File: config.mk
export PLATFORM = sky130hd
export DESIGN_NAME = sfw_rx
export DESIGN_NICKNAME = d
export VERILOG_FILES = /design/src/rtl/sfw_pkg.sv /design/src/rtl/sfw_sync.sv /design/src/rtl/sfw_edge.sv /design/src/rtl/sfw_core.sv /design/src/rtl/sfw_rx.sv
export SDC_FILE = /design/constraint.sdc
export NUM_CORES = 1
export LEC_CHECK = 0
export CORE_MARGIN = 2
export CORE_UTILIZATION = 52
export DETAILED_ROUTE_END_ITERATION = 7
export GPL_ROUTABILITY_DRIVEN = 0
export PLACE_DENSITY = 0.77
export SLEW_MARGIN = 20
export SYNTH_ARGS = -nofsm -noshare
export SYNTH_HDL_FRONTEND = slang
export SYNTH_HIERARCHICAL = 1
export SYNTH_SLANG_ARGS = --single-unit
File: constraint.sdc
create_clock -name clk -period 3.1 [get_ports clk]
set_input_delay 0.62 -clock clk [delete_from_list [all_inputs] [get_ports clk]]
set_output_delay 0.62 -clock clk [all_outputs]
set_load 0.05 [all_outputs]
File: src/rtl/sfw_pkg.sv
package sfw_pkg;

  localparam int unsigned LEN_STEP = 8;

  typedef struct packed {
    logic [2:0] len;
    logic       early;
    logic       sync_low;
    logic       fall;
    logic       lsb_first;
  } sfw_cfg_t;

  function automatic int unsigned word_bits(logic [2:0] len);
    if (len[2]) return 5 * LEN_STEP;
    return (int'(len) + 1) * LEN_STEP;
  endfunction

endpackage

File: src/rtl/sfw_sync.sv
module sfw_sync #(
  parameter int W      = 3,
  parameter int STAGES = 2
) (
  input  logic         clk,
  input  logic         rst_n,
  input  logic [W-1:0] d,
  output logic [W-1:0] q
);

  logic [W-1:0] stg [STAGES];

  genvar g;
  generate
    for (g = 0; g < STAGES; g++) begin : g_stage
      if (g == 0) begin : g_first
        always_ff @(posedge clk or negedge rst_n) begin
          if (!rst_n) stg[0] <= '0;
          else        stg[0] <= d;
        end
      end else begin : g_next
        always_ff @(posedge clk or negedge rst_n) begin
          if (!rst_n) stg[g] <= '0;
          else        stg[g] <= stg[g-1];
        end
      end
    end
  endgenerate

  assign q = stg[STAGES-1];

endmodule

File: src/rtl/sfw_edge.sv
module sfw_edge (
  input  logic clk,
  input  logic rst_n,
  input  logic sclk_s,
  input  logic fall,
  output logic strobe
);

  logic prev_q;

  always_ff @(posedge clk or negedge rst_n) begin
    if (!rst_n) prev_q <= 1'b0;
    else        prev_q <= sclk_s;
  end

  always_comb begin
    if (fall) strobe = prev_q & ~sclk_s;
    else      strobe = ~prev_q & sclk_s;
  end

  // a legal serial clock never gives two strobes in a row
  p_strobe_gap_r6: assert property (@(posedge clk) disable iff (!rst_n)
    strobe |=> !strobe);

endmodule

File: src/rtl/sfw_core.sv
module sfw_core
  import sfw_pkg::*;
#(
  parameter int FW = 48,
  parameter int SW = 40
) (
  input  logic          clk,
  input  logic          rst_n,
  input  sfw_cfg_t      cfg,
  input  logic          strobe,
  input  logic          bit_in,
  input  logic          sync_raw,
  output logic [FW-1:0] freq_word,
  output logic          word_valid
);

  localparam int CW  = $clog2(SW + 1);
  localparam int PAD = FW - SW;

  logic [SW-1:0] sh_q, sh_d, shifted, src;
  logic [CW-1:0] cnt_q, cnt_d, nb;
  logic          act_q, act_d, load, sync_act;
  logic [FW-1:0] freq_q, freq_d;
  logic          valid_q;

  function automatic logic [FW-1:0] align_word(logic [SW-1:0] s, logic [CW-1:0] n,
                                               logic lsbf);
    logic [FW-1:0] wide;
    wide = {s, {PAD{1'b0}}};
    if (lsbf) return wide & ~({FW{1'b1}} >> n);
    return wide << (CW'(SW) - n);
  endfunction

  always_comb begin
    sync_act = sync_raw ^ cfg.sync_low;
    nb       = CW'(word_bits(cfg.len));
    if (cfg.lsb_first) shifted = {bit_in, sh_q[SW-1:1]};
    else               shifted = {sh_q[SW-2:0], bit_in};
    src = cfg.early ? shifted : sh_q;
  end

  // next-state
  always_comb begin
    sh_d  = sh_q;
    cnt_d = cnt_q;
    act_d = act_q;
    load  = 1'b0;
    if (strobe) begin
      if (cfg.early) begin
        if (sync_act) begin
          act_d = 1'b1;
          cnt_d = '0;
          sh_d  = '0;
        end else if (act_q) begin
          sh_d = shifted;
          if (cnt_q == nb - CW'(1)) begin
            load  = 1'b1;
            act_d = 1'b0;
            cnt_d = '0;
          end else begin
            cnt_d = cnt_q + CW'(1);
          end
        end
      end else begin
        act_d = 1'b0;
        cnt_d = '0;
        if (sync_act) load = 1'b1;
        else          sh_d = shifted;
      end
    end
    freq_d = load ? align_word(src, nb, cfg.lsb_first) : freq_q;
  end

  // registers
  always_ff @(posedge clk or negedge rst_n) begin
    if (!rst_n) begin
      sh_q    <= '0;
      cnt_q   <= '0;
      act_q   <= 1'b0;
      freq_q  <= '0;
      valid_q <= 1'b0;
    end else begin
      if (strobe) begin
        sh_q  <= sh_d;
        cnt_q <= cnt_d;
        act_q <= act_d;
      end
      if (load) freq_q <= freq_d;
      valid_q <= load;
    end
  end

  assign freq_word  = freq_q;
  assign word_valid = valid_q;

  // the bit count stays inside the selected word length
  p_count_bound_r3: assert property (@(posedge clk) disable iff (!rst_n)
    act_q |-> (cnt_q < nb));

  // unused low bits are clear whenever a word is presented
  p_low_clear_r2: assert property (@(posedge clk) disable iff (!rst_n)
    word_valid |-> ((freq_word & ({FW{1'b1}} >> nb)) == '0));

  // valid is a single-cycle pulse
  p_valid_pulse_r9: assert property (@(posedge clk) disable iff (!rst_n)
    word_valid |=> !word_valid);

  // output holds unless a load is signalled
  p_hold_r9: assert property (@(posedge clk) disable iff (!rst_n)
    !word_valid |-> $stable(freq_word));

  // an early-mode sync edge never completes a word
  p_restart_r8: assert property (@(posedge clk) disable iff (!rst_n)
    (strobe && cfg.early && sync_act) |=> !word_valid);

endmodule

File: src/rtl/sfw_rx.sv
module sfw_rx
  import sfw_pkg::*;
#(
  parameter int FREQ_W      = 48,
  parameter int SHIFT_W     = 40,
  parameter int SYNC_STAGES = 2
) (
  input  logic              clk,
  input  logic              rst_n,
  input  logic [2:0]        cfg_len,
  input  logic              cfg_sync_early,
  input  logic              cfg_sync_low,
  input  logic              cfg_fall_edge,
  input  logic              cfg_lsb_first,
  input  logic              ser_clk,
  input  logic              ser_data,
  input  logic              ser_sync,
  output logic [FREQ_W-1:0] freq_word,
  output logic              word_valid
);

  logic [1:0] rst_pipe;
  logic       rst_int_n;

  always_ff @(posedge clk or negedge rst_n) begin
    if (!rst_n) rst_pipe <= 2'b00;
    else        rst_pipe <= {rst_pipe[0], 1'b1};
  end
  assign rst_int_n = rst_pipe[1];

  sfw_cfg_t cfg;
  assign cfg = '{len: cfg_len, early: cfg_sync_early, sync_low: cfg_sync_low,
                 fall: cfg_fall_edge, lsb_first: cfg_lsb_first};

  logic [2:0] ser_s;
  logic       strobe;

  sfw_sync #(.W(3), .STAGES(SYNC_STAGES)) u_sync (
    .clk   (clk),
    .rst_n (rst_int_n),
    .d     ({ser_sync, ser_data, ser_clk}),
    .q     (ser_s)
  );

  sfw_edge u_edge (
    .clk    (clk),
    .rst_n  (rst_int_n),
    .sclk_s (ser_s[0]),
    .fall   (cfg.fall),
    .strobe (strobe)
  );

  sfw_core #(.FW(FREQ_W), .SW(SHIFT_W)) u_core (
    .clk        (clk),
    .rst_n      (rst_int_n),
    .cfg        (cfg),
    .strobe     (strobe),
    .bit_in     (ser_s[1]),
    .sync_raw   (ser_s[2]),
    .freq_word  (freq_word),
    .word_valid (word_valid)
  );

endmodule

==> key figures <==
STA
  • Worst slew pin tran: 0.755 ns
  • Fmax: 328 MHz
  • Final TNS setup: 0 ns
  • Final Setup Violations: 0
  • Max Slew Vio Count: 0
  • Post-layout minimum cycle time: 3.05 ns
  • Hold slack: 0.234 ns
  • Final period utilization: 98.3%
  • Fin. Hold Viols: 0
  • Worst Clk Skew: 0.00918 ns
  • Max transition margin: 49.7%
  • RSZ-0062 raised after global routing: yes

Drt
  • Via count: 4720
  • Average vias per placed instance: 6.25
  • TritonRoute pass-1 iters: 6
  • Drt first-iter violations: 563
  • Met3 wire len: 1090 um
  • Detail Route Antenna Nets: 0
  • Met2 WL: 6830 um
  • Wirelength per Cell: 19.8 um
  • DR top layer: met4
  • DRC: 0
  • DRT met1 WL: 6450 um
  • Routed WL: 15000 um

Setup path
  • Worst path arrival time: 3.28 ns
  • Critical path origin: cfg_len[1]
  • Worst R2R Start: u_sync/q[2]$_DFF_PN0_
  • Crit Path Max Fanout: 8
  • CP startpoint kind: primary input
  • Critical path class: primary input to flop
  • Worst setup EP type: flop
  • CP required: 3.33 ns

Place
  • Input/output buffers: 52
  • DP HPWL: 10600 um

Clocking
  • Setup Fix Bufs, Post-CTS: 0
  • Clock Sinks: 97
  • Hold buffer count at CTS: 0
  • Worst-path clk slew: 0.09 ns
  • Deepest clock path buffer count: 2
  • H-tree depth: 3
  • Clk Latency, worst-skew pair: 0.37 ns
  • Cts bufs inserted: 9
  • CTS root buf: clkbuf_8
  • CTS tree: yes
  • Post-CTS Resized: 0

Job
  • Max-Cap Viols: 0

Synthesis
  • Yosys top cell area share: 41.9%
  • Post-synthesis sequential area ratio: 41.9%
  • Synth cell types: 56
  • Number of flops mapped to enable cells by yosys: 0
  • Ys async rst share: 100%
  • Syn avg cell area: 10.5 um2
  • Synth Instances: 554
  • Top post-synthesis cells by area: dfrtp_1, mux2i_1, mux2_4
  • Synth Warn #: 6
  • Most common flop cell mapped by yosys: dfrtp_1
  • Mapped Area: 5800 um2
  • Yosys reg bits: 97
  • Yosys top cell by area: dfrtp_1

Global route
  • Pin count of the biggest net entering global routing: 89
  • Remaining Overflow, GRT: 0
  • First-pass GRT wire length: 23500 um
  • Total GRT Usage: 25.6%
  • Antenna violations before repair: 0
  • Number of global-route vias before repair: 4495

Cells and area
  • Share of cells above drive strength 1: 17.2%
  • Area grow syn2layout: 17.0%
  • Final nets: 627
  • Multi-input combinational cell area: 2990 um2
  • Most common cell after layout, fill and taps aside: dfrtp_1
  • Most frequent cells in the layout: dfrtp_1, nor2_1, mux2i_1, clkdlybuf4s50_1, a21oi_1
  • Fillers: 855
  • Register area: 2430 um2
  • Antenna diode count: 0

Die
  • Effective utilization at floorplan: 53.5%
  • Die height: 110 um
  • Die footprint: 12000 um2
  • Row cnt: 38
  • Io pins: 61
  • DIE WIDTH: 110 um
  • Core area: 10800 um2

Pwr
  • Leakage: 2.96 nW
  • Peak supply drop: 319 uV
  • Power Density: 563 nW/um2

Min path
  • Worst hold path type: flop to async pin

Status
  • Status: finished, final reports clean
synthesized netlist by cell type, drive strengths merged, types with 2 or more instances:
cell type,count
dfrtp,97
nor2,68
mux2i,55
a21oi,43
mux2,42
buf,38
o2bb2ai,38
inv,31
nand2,18
a222oi,15
a22o,11
clkbuf,9
o22ai,9
o21ai,8
o31ai,8
a221oi,7
nand3,7
nand3b,7
ha,5
nand2b,4
nor2b,4
nor3,4
a211oi,2
a21o,2
conb,2
xnor2,2
area by class of cell:
| type | instances | share of cell area, % |
|---|---|---|
| multi-input combinational | 386 | 44.0 |
| sequential | 97 | 35.8 |
| timing repair buffer | 85 | 12.5 |
| tap | 140 | 2.58 |
| clock buffer | 10 | 2.03 |
| inverter | 31 | 1.72 |
| clock inverter | 6 | 1.31 |
through the flow:
stage / std cells / setup WS, ns / cell area [um2] / power (mW) / util (%)
6_report: 755 / 0.0523 / 6780 / 3.82 / 62.6
5_1_grt: 755 / -0.0633 / 6780 / 3.99 / 62.6
4_1_cts: 753 / 0.0480 / 6700 / 3.82 / 61.8
3_5_place_dp: 737 / -0.322 / 6470 / 2.89 / 59.7
3_3_place_gp: 737 / -0.194 / 6470 / 2.86 / 59.7
2_1_floorplan: 561 / 0.175 / 5820 / 2.47 / -
sequential cells by signal, indices dropped and copies added, names as in the netlist:
| register | count |
|---|---|
| u_edge/prev_q | 1 |
| rst_pipe | 2 |
| u_sync/stg | 3 |
| u_sync/q | 3 |
| u_core/freq_word | 40 |
| u_core/act_q | 1 |
| u_core/word_valid | 1 |
| u_core/cnt_q | 6 |
| u_core/sh_q | 40 |
routing by layer:
metal  vias to the layer above  GRT usage, %
li1                       2139             -
met3                        57          4.86
met4                         0          12.0
met1                      2281          35.3
met5                         -             0
met2                       243          38.9
cells by family (layout without fill, tap and decap cells):
family | Yosys count | after routing | share of synthesized area, %
buffers and inverters | 78 | 132 | 7.62
XOR/XNOR | 3 | 3 | 0.583
flip-flops | 97 | 97 | 41.9
other | 2 | 9 | 0.130
adder cells (fa/ha/maj) | 5 | 5 | 1.08
AO/OA/AOI/OAI | 154 | 154 | 19.9
multiplexers | 98 | 98 | 19.7
AND/OR/NAND/NOR | 117 | 117 | 9.13
where the power goes:
group	switching, mW	total, mW	internal (mW)
Combinational	0.862	1.36	0.494
Sequential	0.124	1.54	1.42
Clock	0.446	0.924	0.478
worst max-delay path, cell delays in order:
cell and delay (ns):
clkdlybuf4s50_1 0.44, ha_1 0.34, buf_4 0.15, nor2b_1 0.21, inv_2 0.07, ha_1 0.31
nand2b_1 0.22, o22ai_2 0.23, a222oi_1 0.55, mux2i_1 0.14
worst paths after layout:
path / slack (ns) / cells past startpoint / end
setup / recovery: 0.05 / 10 / u_core/freq_word[35]$_DFFE_PN0P_
hold / removal: 0.23 / 0 / u_core/sh_q[20]$_DFFE_PN0P_
setup reg to reg: 0.91 / 7 / u_core/freq_word[25]$_DFFE_PN0P_
hold reg to reg: 0.23 / 0 / u_core/sh_q[20]$_DFFE_PN0P_
max in group asynchronous: 2.07 / 1 / u_core/freq_word[43]$_DFFE_PN0P_
min in group clk: 0.35 / 0 / u_sync/q[0]$_DFF_PN0_
No activity file was read; power rests on OpenSTA's default activity.
